<file path="config.mk">
export PLATFORM = sky130hd
export DESIGN_NAME = sample_pulse_seq
export DESIGN_NICKNAME = d
export VERILOG_FILES = /design/src/rtl/sps_pkg.sv /design/src/rtl/sps_ctrl.sv /design/src/rtl/sps_datapath.sv /design/src/rtl/sample_pulse_seq.sv
export SDC_FILE = /design/constraint.sdc
export NUM_CORES = 1
export LEC_CHECK = 0
export BUFFER_PORTS_ARGS = -buffer_cell sky130_fd_sc_hd__buf_2
export CORE_MARGIN = 2
export CORE_UTILIZATION = 45
export DETAILED_ROUTE_END_ITERATION = 12
export GPL_ROUTABILITY_DRIVEN = 1
export PLACE_DENSITY = 0.66
export SETUP_SLACK_MARGIN = 0.1
export SLEW_MARGIN = 15
export SYNTH_ARGS = -nofsm -noshare
export SYNTH_HDL_FRONTEND = slang
export SYNTH_HIERARCHICAL = 1
export SYNTH_SLANG_ARGS = --single-unit
</file>
<file path="constraint.sdc">
create_clock -name clk -period 3.45 [get_ports clk]
set_input_delay 0.345 -clock clk [delete_from_list [all_inputs] [get_ports clk]]
set_output_delay 0.345 -clock clk [all_outputs]
set_load 0.005 [all_outputs]
</file>
<file path="src/rtl/sps_pkg.sv">
package sps_pkg;

  // Strobes from the control to the shift datapath
  typedef struct packed {
    logic load;       // load the first scan position
    logic shift;      // advance one position
    logic clear;      // drop all strobes
    logic groupMode;  // latched scan style
    logic fwd;        // latched scan direction
  } stepCtl_t;

  typedef enum logic [1:0] {
    ST_IDLE = 2'd0,
    ST_LEAD = 2'd1,
    ST_RUN  = 2'd2
  } seqState_t;

endpackage

</file>
<file path="src/rtl/sps_ctrl.sv">
module sps_ctrl
  import sps_pkg::*;
#(
  parameter int NUM_GROUPS = 80,
  parameter int SUBS       = 3
) (
  input  logic     clk,
  input  logic     rstN,
  input  logic     startIn,
  input  logic     modeGroup,
  input  logic     dirFwd,
  input  logic     bankSel,
  output stepCtl_t ctl,
  output logic     busy,
  output logic     carry,
  output logic     bankErr
);

  localparam int TOTAL       = NUM_GROUPS * SUBS;
  localparam int CW          = $clog2(TOTAL + 1);
  localparam int LEAD_SINGLE = 3;

  seqState_t      state, stateNext;
  logic [1:0]     leadCnt, leadNext;
  logic [CW-1:0]  remain, remainNext;
  logic           groupQ, fwdQ, carryQ, bankSelQ, errQ;

  always_comb begin
    stateNext     = state;
    leadNext      = leadCnt;
    remainNext    = remain;
    ctl           = '0;
    ctl.groupMode = groupQ;
    ctl.fwd       = fwdQ;
    case (state)
      ST_IDLE: begin
        if (startIn) begin
          stateNext = ST_LEAD;
          leadNext  = modeGroup ? 2'd0 : 2'(LEAD_SINGLE - 1);
        end
      end
      ST_LEAD: begin
        if (leadCnt == 2'd0) begin
          ctl.load   = 1'b1;
          stateNext  = ST_RUN;
          remainNext = groupQ ? CW'(NUM_GROUPS - 1) : CW'(TOTAL - 1);
        end else begin
          leadNext = leadCnt - 2'd1;
        end
      end
      ST_RUN: begin
        if (remain == '0) begin
          ctl.clear = 1'b1;
          stateNext = ST_IDLE;
        end else begin
          ctl.shift  = 1'b1;
          remainNext = remain - CW'(1);
        end
      end
      default: stateNext = ST_IDLE;
    endcase
  end

  always_ff @(posedge clk) begin
    if (!rstN) begin
      state    <= ST_IDLE;
      leadCnt  <= 2'd0;
      remain   <= '0;
      groupQ   <= 1'b0;
      fwdQ     <= 1'b1;
      carryQ   <= 1'b0;
      bankSelQ <= bankSel;
      errQ     <= 1'b0;
    end else begin
      state    <= stateNext;
      leadCnt  <= leadNext;
      remain   <= remainNext;
      if (state == ST_IDLE && startIn) begin
        groupQ <= modeGroup;
        fwdQ   <= dirFwd;
      end
      carryQ   <= (stateNext == ST_RUN) && (remainNext == CW'(1));
      errQ     <= (state != ST_IDLE) && (bankSel != bankSelQ);
      bankSelQ <= bankSel;
    end
  end

  assign busy    = (state != ST_IDLE);
  assign carry   = carryQ;
  assign bankErr = errQ;

  AST_CARRY_ONE_CYCLE: assert property (@(posedge clk) disable iff (!rstN)
    carry |=> !carry);
  AST_BANK_CHANGE_FLAGGED: assert property (@(posedge clk) disable iff (!rstN)
    ($past(rstN) && busy && (bankSel != $past(bankSel))) |=> bankErr);
  AST_NO_FLAG_WHEN_IDLE: assert property (@(posedge clk) disable iff (!rstN)
    !busy |=> !bankErr);

endmodule

</file>
<file path="src/rtl/sps_datapath.sv">
module sps_datapath
  import sps_pkg::*;
#(
  parameter int NUM_GROUPS = 80,
  parameter int SUBS       = 3
) (
  input  logic                        clk,
  input  logic                        rstN,
  input  stepCtl_t                    ctl,
  output logic [NUM_GROUPS*SUBS-1:0]  strobe
);

  localparam int TOTAL = NUM_GROUPS * SUBS;

  logic [TOTAL-1:0] seedFwd, seedRev, seed, shifted;

  // First position of a scan, built per bit
  for (genvar i = 0; i < TOTAL; i++) begin : g_seed
    if (i < SUBS) begin : g_lo
      assign seedFwd[i] = ctl.groupMode || (i == 0);
    end else begin : g_lo0
      assign seedFwd[i] = 1'b0;
    end
    if (i >= TOTAL - SUBS) begin : g_hi
      assign seedRev[i] = ctl.groupMode || (i == TOTAL - 1);
    end else begin : g_hi0
      assign seedRev[i] = 1'b0;
    end
  end

  always_comb begin
    seed = ctl.fwd ? seedFwd : seedRev;
    if (ctl.fwd)
      shifted = ctl.groupMode ? (strobe << SUBS) : (strobe << 1);
    else
      shifted = ctl.groupMode ? (strobe >> SUBS) : (strobe >> 1);
  end

  always_ff @(posedge clk) begin
    if (!rstN)          strobe <= '0;
    else if (ctl.clear) strobe <= '0;
    else if (ctl.load)  strobe <= seed;
    else if (ctl.shift) strobe <= shifted;
  end

  AST_STROBE_WIDTH: assert property (@(posedge clk) disable iff (!rstN)
    (strobe != '0) |-> ($countones(strobe) == (ctl.groupMode ? SUBS : 1)));

endmodule

</file>
<file path="src/rtl/sample_pulse_seq.sv">
module sample_pulse_seq
  import sps_pkg::*;
#(
  parameter int NUM_GROUPS = 80,
  parameter int SUBS       = 3
) (
  input  logic                        clk,
  input  logic                        rstN,
  input  logic                        dirFwd,
  input  logic                        modeGroup,
  input  logic                        bankSel,
  input  logic                        leftIn,
  output logic                        leftOut,
  output logic                        leftOe,
  input  logic                        rightIn,
  output logic                        rightOut,
  output logic                        rightOe,
  output logic [NUM_GROUPS*SUBS-1:0]  strobe,
  output logic [1:0]                  driveBank,
  output logic [1:0]                  sampleBank,
  output logic                        bankErr
);

  localparam int TOTAL = NUM_GROUPS * SUBS;

  stepCtl_t ctl;
  logic     startIn, busy, carry;

  assign startIn = dirFwd ? leftIn : rightIn;

  sps_ctrl #(.NUM_GROUPS(NUM_GROUPS), .SUBS(SUBS)) uCtrl (
    .clk(clk), .rstN(rstN), .startIn(startIn), .modeGroup(modeGroup),
    .dirFwd(dirFwd), .bankSel(bankSel), .ctl(ctl), .busy(busy),
    .carry(carry), .bankErr(bankErr)
  );

  sps_datapath #(.NUM_GROUPS(NUM_GROUPS), .SUBS(SUBS)) uPath (
    .clk(clk), .rstN(rstN), .ctl(ctl), .strobe(strobe)
  );

  assign leftOe     = !dirFwd;
  assign rightOe    = dirFwd;
  assign leftOut    = !dirFwd && carry;
  assign rightOut   = dirFwd && carry;
  assign driveBank  = bankSel ? 2'b10 : 2'b01;
  assign sampleBank = ~driveBank;

  AST_IDLE_QUIET: assert property (@(posedge clk) disable iff (!rstN)
    !busy |-> (strobe == '0));
  AST_CARRY_BEFORE_LAST: assert property (@(posedge clk) disable iff (!rstN)
    carry |=> (strobe[0] || strobe[TOTAL-1]));
  AST_PIN_DRIVEN_ONLY_ENABLED: assert property (@(posedge clk) disable iff (!rstN)
    (leftOut |-> leftOe) and (rightOut |-> rightOe));

endmodule

</file>
==> metrics.yaml <==
floorplan:
  fp.dieH_um: 184.6
  num_rows: 66
  coreArea_um2: 32290
  dieWidth_um: 184.6
  initial_core_util_pct: 45.45
  io_pins: 256
  die_area_um2: 34070
timing:
  hold_viol_final: 0
  max_freq_mhz: 361.7
  finalCritPeriodShare_pct: 80.14
  period_minus_slack_ns: 2.765
  rsz0062_at_grt: "false"
  finalSetupTns_ns: 0
  setup_viol: 0
  skew_ns: 0.009040
  relSlewSlack_pct: 27.83
  slew_viol_final: 0
  max_slew.worst_pin.slew_ns: 1.083
drt:
  avgRoutedWirePerCell_um: 21.74
  vias: 10730
  drtIter0Drc: 860
  drtAntennaViolNets: 0
  wl_mm: 36.15
  via_per_inst: 6.454
  drc: 0
  detail_route.first_pass.iterations: 5
worst_setup_path:
  path_cells: "inv_1, ha_1, or3b_2, o21ai_4, inv_4, or2_1, nor2_8, buf_12, a22o_1"
  cp_max_fo: 87
  cp.required_ns: 3.93
  critPathMaxStageDelay_ns: 0.52
  arrival_ns: 3.24
  crit_slowest_cell: "or3b_2"
  worstSetupStartpoint: "uCtrl/remain[0]$_SDFF_PN0_"
  cp-start-kind: "register"
  r2r_start: "uCtrl/remain[0]$_SDFF_PN0_"
  worst-setup-path-type: "reg -> reg"
  critPathCaptureType: "register"
grt:
  antenna_found_initial: 0
  grt_start_max_net_pins: 164
  grt_pass1_vias: 9952
  track_usage_pct: 20.67
  grt_pass1_wl_mm: 57.71
  gr-total-overflow: 0
worst_hold_path:
  worst_hold_path_type: "in -> reg"
  hp-start: "rstN"
pwr:
  vdd.ir_drop.worst_mv: 0.3467
  p_leak_nw: 6.734
  pwr-share-clk_pct: 42.3
  p_sw_w: 0.001816
  combPwrFrac_pct: 13.2
  switching_share_pct: 26.12
  total_power_w: 0.006951
  p_int_w: 0.005135
  power_frac_seq_pct: 44.5
  power_density_nw_per_um2: 415.4
synth:
  yosys.area.top_type: "mux4_2"
  synth_cell_types: 67
  synth_seq_area_share_pct: 35.06
  synth_ff_type: "dfxtp_1"
  syn_nets: 1025
  syn_inst: 1011
  synth_area_um2: 14670
  synth.area.top_cells: "mux4_2 36%, dfxtp_1 35%, a22o_1 14%, buf_12 3.0%, buf_6 2.0%"
  ys_seq_elements: 257
  yosysWarnings: 6
  synth_top_area_share_pct: 35.91
  synth-edff-count: 0
  syn_avg_cell_area_um2: 14.51
  async_flop_share_pct: 0
cts:
  insertion_delay_ns: 0.54
  cts_tree: "done"
  cts_buffers: 30
  post_cts_buffers: 0
  hold_buffers: 1
  cts.path.max_buffers: 3
  h-tree-depth: 1
  clk_pin_slew_ns: 0.06
  clkSinkCount: 257
  cts_resized: 0
  root_buffer: "clkbuf_16"
placement:
  hpwl_mm: 22.86
  io_buffer_count: 255
  gp_congestion: 0.8763
run:
  maxCapViolCount: 0
outcome:
  outcome: "finished clean"
final_layout:
  drive_gt1_share_pct: 47.17
  fin_nets: 1217
  area.growth.synth_to_final_pct: 14.03
  antenna_cells: 0
## critical path, delay by kind of cell (launching register included)
family / cells / cell delay (ns)
buffers and inverters: 3 / 0.58
adders and majority gates: 1 / 0.23
AOI/OAI and AO/OA: 2 / 0.40
DFF: 1 / 0.34
and+or+nand+nor: 3 / 1.08
## cell usage in the layout (no fill, tap or decap), types with 3 or more instances in the layout
master     count
a31oi_1        4
or3_1          4
dfxtp_1      255
buf_4          6
clkbuf_16     31
a22o_1       231
nor3b_1        6
inv_1         14
clkbuf_8       5
clkbuf_1      12
nand3_1        5
mux4_2       234
nor2b_1        5
mux2i_1        7
nand2_1       12
a21oi_1       13
buf_2        255
o21ai_0       13
nor4_1         3
a211oi_1       3
nor2_1        17
ha_1           7
buf_12        18
mux2_2         4
nor3_1         7
## Yosys cell counts, drive strengths merged (3+ instances only)
master,number
nand2,12
or3,4
dfxtp,257
a211oi,3
and2,3
nand3,5
buf,103
mux2,6
a21oi,13
nor4,4
clkbuf,17
mux2i,7
mux4,234
nor3,8
o21ai,14
nor3b,6
nor2b,5
nor2,18
inv,16
a22o,231
a31oi,4
ha,7
## power groups by stage
stage	clock, W	combinational, W	sequential [W]
global placement	0	0.000920	0.00316
CTS	0.00301	0.000925	0.00309
global route	0.00314	0.000997	0.00310
detailed placement	0	0.000922	0.00316
finish	0.00294	0.000918	0.00309
floorplan	0	0.000930	0.00308
## per-stage QoR
stage | hold WS [ns] | instance area [um2] | std cells | setup WS (ns) | utilization, %
6_report | 0.04815 | 16730 | 1663 | 0.6851 | 51.83
5_1_grt | 0.03267 | 16730 | 1663 | 0.5498 | 51.83
4_1_cts | 0.01737 | 16730 | 1663 | 0.7106 | 51.83
3_5_place_dp | 0.5055 | 15820 | 1612 | 0.7462 | 49.01
3_3_place_gp | 0.4790 | 15820 | 1612 | 0.8119 | 49.01
2_1_floorplan | 0.3727 | 14670 | 1011 | 1.026 | -
## logic make-up (layout without fill, tap and decap cells)
logic type | Yosys count | in the layout | synth area share [%]
AO/OA/AOI/OAI | 286 | 286 | 16.41
flip-flops | 257 | 257 | 35.06
multiplexers | 247 | 247 | 36.88
buffers and inverters | 136 | 346 | 7.913
AND/OR/NAND/NOR | 77 | 77 | 3.087
adder cells (fa/ha/maj) | 7 | 7 | 0.5968
XOR/XNOR | 1 | 1 | 0.05970
## state kept, by name, summed over array words and instances, names as in the netlist
register,cells
uCtrl/state,2
uCtrl/remain,8
uCtrl/bankErr,1
uCtrl/carry,1
uCtrl/leadCnt,2
uPath/strobe,240
uCtrl/fwdQ,1
uCtrl/groupQ,1
uCtrl/bankSelQ,1
## final timing paths
kind / slack (ns) / depth (start not counted) / end
max reg2reg: 0.69 / 9 / uPath/strobe[86]$_SDFFE_PP0P_
min: 0.05 / 2 / uCtrl/fwdQ$_SDFFE_PN1P_
max: 0.69 / 9 / uPath/strobe[86]$_SDFFE_PP0P_
min reg2reg: 0.50 / 2 / uCtrl/leadCnt[1]$_SDFFE_PN0P_
## layout make-up
class / count / area (um2)
inverters: 16 / 62.56
clock inverters: 2 / 10.01
multi-input cells: 618 / 8374
well taps: 442 / 553.0
repair buffers: 280 / 1692
fillers: 2781 / 15550
clock buffers: 48 / 889.6
flip-flops and latches: 257 / 5152
## metal layers
metal  wire, um  GRT usage (%)  share of wire [%]  up-vias
met1      15860          31.14                 44     5579
met4        906          5.824                2.5        0
met3       2669          3.655                7.4       61
met5          0              0                  0        -
li1           -              -                  -     4652
met2      16720          30.56                 46      441
(Power assumes the default switching activity.)
